[src/rtl/smv_pkg.sv]
package smv_pkg;

    typedef enum logic [1:0] {
        ST_LOAD   = 2'd0,
        ST_STREAM = 2'd1,
        ST_DRAIN  = 2'd2
    } smv_state_e;

endpackage

[src/rtl/smv_cell.sv]
module smv_cell #(
    parameter int DATA_W = 8,
    parameter int ACC_W  = 18
) (
    input  logic              clk,
    input  logic              rst_n,
    input  logic [DATA_W-1:0] a_in,
    input  logic [DATA_W-1:0] coef,
    input  logic [ACC_W-1:0]  psum_in,
    output logic [ACC_W-1:0]  psum_out
);
    localparam int PROD_W = 2 * DATA_W;

    logic signed [PROD_W-1:0] prod;
    logic signed [ACC_W-1:0]  prod_x;

    always_comb begin
        prod   = $signed(a_in) * $signed(coef);
        prod_x = ACC_W'(prod);
    end

    always_ff @(posedge clk or negedge rst_n) begin
        if (!rst_n) begin
            psum_out <= '0;
        end else begin
            psum_out <= psum_in + prod_x;
        end
    end
endmodule

[src/rtl/smv_ctrl.sv]
module smv_ctrl
    import smv_pkg::*;
(
    input  logic       clk,
    input  logic       rst_n,
    input  logic       row_start,
    input  logic       pipe_busy,
    output smv_state_e state_q,
    output logic       load_open
);
    smv_state_e state_d;

    always_ff @(posedge clk or negedge rst_n) begin
        if (!rst_n) begin
            state_q <= ST_LOAD;
        end else begin
            state_q <= state_d;
        end
    end

    always_comb begin
        state_d = state_q;
        unique case (state_q)
            ST_LOAD:   if (row_start) state_d = ST_STREAM;
            ST_STREAM: if (!row_start) state_d = ST_DRAIN;
            ST_DRAIN: begin
                if (row_start)       state_d = ST_STREAM;
                else if (!pipe_busy) state_d = ST_LOAD;
            end
            default:   state_d = ST_LOAD;
        endcase
    end

    always_comb begin
        load_open = (state_q == ST_LOAD) && !row_start;
    end
endmodule

[src/rtl/smv_array.sv]
module smv_array
    import smv_pkg::*;
#(
    parameter int N      = 3,
    parameter int DATA_W = 8,
    localparam int IDX_W = (N > 1) ? $clog2(N) : 1,
    localparam int ACC_W = 2 * DATA_W + $clog2(N)
) (
    input  logic                       clk,
    input  logic                       rst_n,
    input  logic                       vec_wr,
    input  logic [IDX_W-1:0]           vec_idx,
    input  logic [DATA_W-1:0]          vec_data,
    input  logic                       row_start,
    input  logic [N-1:0][DATA_W-1:0]   a_lanes,
    output logic                       y_valid,
    output logic [ACC_W-1:0]           y_data
);
    logic [N-1:0][DATA_W-1:0] coef_q;
    logic [N-1:0]             vpipe_q;
    logic [ACC_W-1:0]         chain [0:N];
    smv_state_e               state_q;
    logic                     load_open;

    smv_ctrl u_ctrl (
        .clk       (clk),
        .rst_n     (rst_n),
        .row_start (row_start),
        .pipe_busy (|vpipe_q),
        .state_q   (state_q),
        .load_open (load_open)
    );

    always_ff @(posedge clk or negedge rst_n) begin
        if (!rst_n) begin
            coef_q <= '0;
        end else if (load_open && vec_wr) begin
            for (int k = 0; k < N; k++) begin
                if (int'(vec_idx) == k) coef_q[k] <= vec_data;
            end
        end
    end

    always_ff @(posedge clk or negedge rst_n) begin
        if (!rst_n) begin
            vpipe_q <= '0;
        end else begin
            vpipe_q[0] <= row_start;
            for (int k = 1; k < N; k++) begin
                vpipe_q[k] <= vpipe_q[k-1];
            end
        end
    end

    assign chain[0] = '0;

    generate
        for (genvar g = 0; g < N; g++) begin : g_cell
            smv_cell #(
                .DATA_W (DATA_W),
                .ACC_W  (ACC_W)
            ) u_cell (
                .clk      (clk),
                .rst_n    (rst_n),
                .a_in     (a_lanes[g]),
                .coef     (coef_q[g]),
                .psum_in  (chain[g]),
                .psum_out (chain[g+1])
            );
        end
    endgenerate

    assign y_valid = vpipe_q[N-1];
    assign y_data  = chain[N];
endmodule

[config.mk]
export PLATFORM = sky130hd
export DESIGN_NAME = smv_array
export DESIGN_NICKNAME = d
export VERILOG_FILES = /design/src/rtl/smv_pkg.sv /design/src/rtl/smv_cell.sv /design/src/rtl/smv_ctrl.sv /design/src/rtl/smv_array.sv
export SDC_FILE = /design/constraint.sdc
export NUM_CORES = 1
export LEC_CHECK = 0
export BUFFER_PORTS_ARGS = -buffer_cell sky130_fd_sc_hd__buf_2
export CAP_MARGIN = 20
export CORE_UTILIZATION = 25
export DETAILED_ROUTE_END_ITERATION = 12
export HOLD_SLACK_MARGIN = 0.12
export MAX_ROUTING_LAYER = met4
export PLACE_DENSITY = 0.48
export SLEW_MARGIN = 10
export SYNTH_ARGS = -nofsm -noshare
export SYNTH_HDL_FRONTEND = slang
export SYNTH_SLANG_ARGS = --single-unit
export TNS_END_PERCENT = 10
[constraint.sdc]
create_clock -name clk -period 12.6 [get_ports clk]
set_input_delay 3.15 -clock clk [delete_from_list [all_inputs] [get_ports clk]]
set_output_delay 3.15 -clock clk [all_outputs]
set_load 0.05 [all_outputs]
==> impl_results.md <==
* Effective utilization at floorplan at 0.254
* Antenna violations before repair at 0
* Count of standard-cell rows at 77
* Clock period minus worst slack at 8.03 ns
* Iteration-0 DRC Markers at 302
* I/O Pins at 57
* Routed via count at 7096
* Largest delay contributor family on the critical path: adder cells
* Area growth from synthesis to layout at 10.4%
* Reg2reg path depth at 20
* Required time reported for the critical path endpoint at 12.82 ns
* Number of I/O port buffers at 56
* Arr. time, crit path at 8.25 ns
* Startpoint class of the critical path: input pin
* Final setup fails at 0
* Total Routing Usage GR at 0.113
* Type of the tightest min-delay check: flop to flop
* Total of fill cells in the finished design at 4638
* Hold Crit Depth at 0
* Sum of net half-perimeters after detailed placement at 20200 um
* Post-CTS repair timing setup buffer count at 0
* Max H-tree Level at 3
* Slowest-stage cell, CP: sky130_fd_sc_hd__fa_1
* Fraction of layout instances using a drive strength above 1 at 0.0950
* Overall die area at 0.0458 mm^2
* Cell-by-cell trace of the critical path: buf_2, and2_1, fa_1, inv_1, fa_1, inv_1, fa_1, inv_1, fa_1, inv_1, ha_1, a21o_1, a21oi_1, o21ai_1, a21o_1, a21oi_1, xnor2_1, ha_1, a21oi_1, o211a_1, a211oi_2, a21oi_1, xnor2_1
* Number of instances in the synthesized netlist at 1121
* Worst clock skew at 0.00833 ns
* Synth warn at 0
* RSZ-0062 raised after global routing: false
* DRC viols at 0
* Fmax at 0.125 GHz
* Max Buffers Root-to-Sink at 2
* Sink count of the clock tree at 80
* TritonCTS Buffers at 9
* Final core area utilization at 0.280
* Clock edge transition at the registers on the reported setup and hold paths at 0.07 ns
* Maximum number of pins on one net before global-route repair at 69
* Die span in x at 214 um
* Fin Setup TNS at 0 ns
* Height of the chip at 214 um
* Seq cells post-synth at 80
* Synthesized area at 0.0112 mm^2
* Cell count along the critical path at 23
* Routed WL per cell at 12.9 um
* First-pass GRT wire length at 40900 um
* Synth Area per Inst at 10.0 um^2
* Status: completed
* Worst Setup End Kind: flop
* Root buffer cell: sky130_fd_sc_hd__clkbuf_16
* CTS tree: yes
* Overflow left after global routing at 0
* Standard cell core area at 0.0442 mm^2
* Clock insertion delay at the later pin of the skew report at 0.34 ns
* Slew @ Worst Pin at 0.908 ns
* Average vias per placed instance at 4.03
* Number of synthesized flops with an enable pin at 0
* Net count of the mapped netlist at 1460
* Startpoint-to-endpoint class of the critical path: input pin to flop
* Slew Limit Fails at 0
* Count of nets left with antenna violations after detail routing at 0
* Ys async rst share at 1.00
* Most used DFF post-synth: sky130_fd_sc_hd__dfrtp_1
* Count of max-cap constraint violations at 0
* Relative slew slack at 0.395
* Final Hold Violating Endpoints at 0
* Fraction of the yosys area taken by sequential cells at 0.178
* Final #Nets at 1503
* CP max FO at 8
* Slowest stage delay, CP at 0.55 ns
* Buffer and inverter count on the worst path at 5
* GPL Wtd Cong at 0.803
* Share of the clock period used by the worst path after layout at 0.637
* Total detailed-routing wirelength at 22700 um
* Worst hold slack at 0.386 ns
* Number of gates resized after cts at 0
* Distinct cell type count after synthesis at 51
* Via count of the first global-routing pass at 8178
* Number of iterations in the first detailed-routing pass at 5
* Antenna diode instance count at 0
* Hold buffer count at cts at 0
-- layout make-up --
class,count,area [um^2],area share
clock inverter,5,41.3,0.00333
inverter,259,972,0.0784
clock buffer,11,253,0.0204
timing repair buffer,57,290,0.0234
sequential,80,2000,0.161
multi-input combinational,757,8100,0.653
tap,592,741,0.0597
-- metrics by stage --
stage | worst slack [ns] | std cells | instance area (um^2)
after detailed placement | 4.23 | 1745 | 12100
after global routing | 4.25 | 1761 | 12400
after CTS | 4.54 | 1761 | 12400
after floorplan | 4.72 | 1121 | 11200
after global placement | 4.24 | 1745 | 12100
final | 4.57 | 1761 | 12400
-- path summary, 6_finish.rpt --
kind / startpoint / endpoint / slack (ns)
worst max-delay path: a_lanes[19] / g_cell[2].u_cell.psum_out[15] / 4.57
worst min-delay path: vpipe_q[0] / vpipe_q[1] / 0.39
worst max register to register: coef_q[23] / g_cell[2].u_cell.psum_out[16] / 6.96
worst min register to register: vpipe_q[0] / vpipe_q[1] / 0.39
max in group asynchronous: rst_n / g_cell[2].u_cell.psum_out[10] / 8.82
min in group asynchronous: rst_n / coef_q[3] / 2.64
-- worst reg2reg max path: cells and delay by family, from the launching register on --
family / cells / cell delay (ns)
fa+ha+maj: 6 / 2.68
compound gates: 6 / 1.08
simple gates: 4 / 0.77
flops: 1 / 0.54
buf+inv: 3 / 0.30
xor+xnor: 1 / 0.15
-- cells in the mapped netlist, drive strengths merged, types with 2 or more instances --
cell / instances / area (um^2)
inv: 259 / 972
fa: 187 / 3740
ha: 114 / 1430
and2: 104 / 651
dfrtp: 80 / 2000
nand2: 75 / 282
xnor2: 51 / 447
a21oi: 36 / 188
nor2: 27 / 101
o21ai: 25 / 125
mux2: 24 / 270
nand2b: 19 / 119
buf: 18 / 135
xor2: 13 / 114
a21o: 12 / 90.1
nand3: 9 / 45.0
clkbuf: 7 / 26.3
o21bai: 7 / 52.6
nor3: 5 / 25.0
nor2b: 4 / 25.0
o31ai: 4 / 35.0
a31oi: 3 / 18.8
nand3b: 3 / 22.5
o21a: 3 / 22.5
o41ai: 3 / 48.8
or2b: 3 / 25.0
or3: 3 / 18.8
a211oi: 2 / 20.0
nor3b: 2 / 31.3
nor4: 2 / 12.5
nor4b: 2 / 23.8
o211ai: 2 / 15.0
or2: 2 / 12.5
-- placed cells by master (no fill, tap or decap), types with 4 or more instances in the layout --
cell,Yosys,final
sky130_fd_sc_hd__o21bai_1,7,7
sky130_fd_sc_hd__fa_1,187,187
sky130_fd_sc_hd__xor2_1,13,13
sky130_fd_sc_hd__o21ai_0,20,20
sky130_fd_sc_hd__buf_2,0,55
sky130_fd_sc_hd__ha_1,114,114
sky130_fd_sc_hd__a21o_1,12,12
sky130_fd_sc_hd__nand2b_1,19,19
sky130_fd_sc_hd__nor2b_1,4,4
sky130_fd_sc_hd__and2_1,104,104
sky130_fd_sc_hd__nor2_1,27,27
sky130_fd_sc_hd__nand2_1,75,75
sky130_fd_sc_hd__a21oi_1,34,34
sky130_fd_sc_hd__clkbuf_16,0,9
sky130_fd_sc_hd__nor3_1,5,5
sky130_fd_sc_hd__nand3_1,9,9
sky130_fd_sc_hd__inv_1,259,259
sky130_fd_sc_hd__dfrtp_1,80,80
sky130_fd_sc_hd__o21ai_1,5,5
sky130_fd_sc_hd__xnor2_1,51,51
sky130_fd_sc_hd__mux2_2,24,24
-- logic make-up (layout without fill, tap and decap cells) --
kind of cell,Yosys count,count (layout),share of synthesized area
adders and majority gates,301,301,0.460
DFF,80,80,0.178
muxes,24,24,0.0241
AOI/OAI and AO/OA,105,105,0.0608
and+or+nand+nor,263,263,0.126
buffers and inverters,284,332,0.101
xor gates and xnor gates,64,64,0.0499
-- state kept, by name, summed over array words and instances (netlist names) --
| name | cells |
|---|---|
| vpipe_q | 3 |
| coef_q | 24 |
| g_cell.u_cell.psum_out | 51 |
| u_ctrl.state_q | 2 |
-- routing by layer --
metal | vias to the layer above | part of all wire | global-route usage
met5 | - | 0 | -
met1 | 3505 | 0.47 | 0.145
met2 | 79 | 0.49 | 0.193
met4 | 0 | 0.0077 | 0.0206
met3 | 9 | 0.025 | 0.0115
li1 | 3503 | - | -
Power is not shown: default switching activity piles up to over one toggle a cycle in this logic, so the estimate is an artifact.
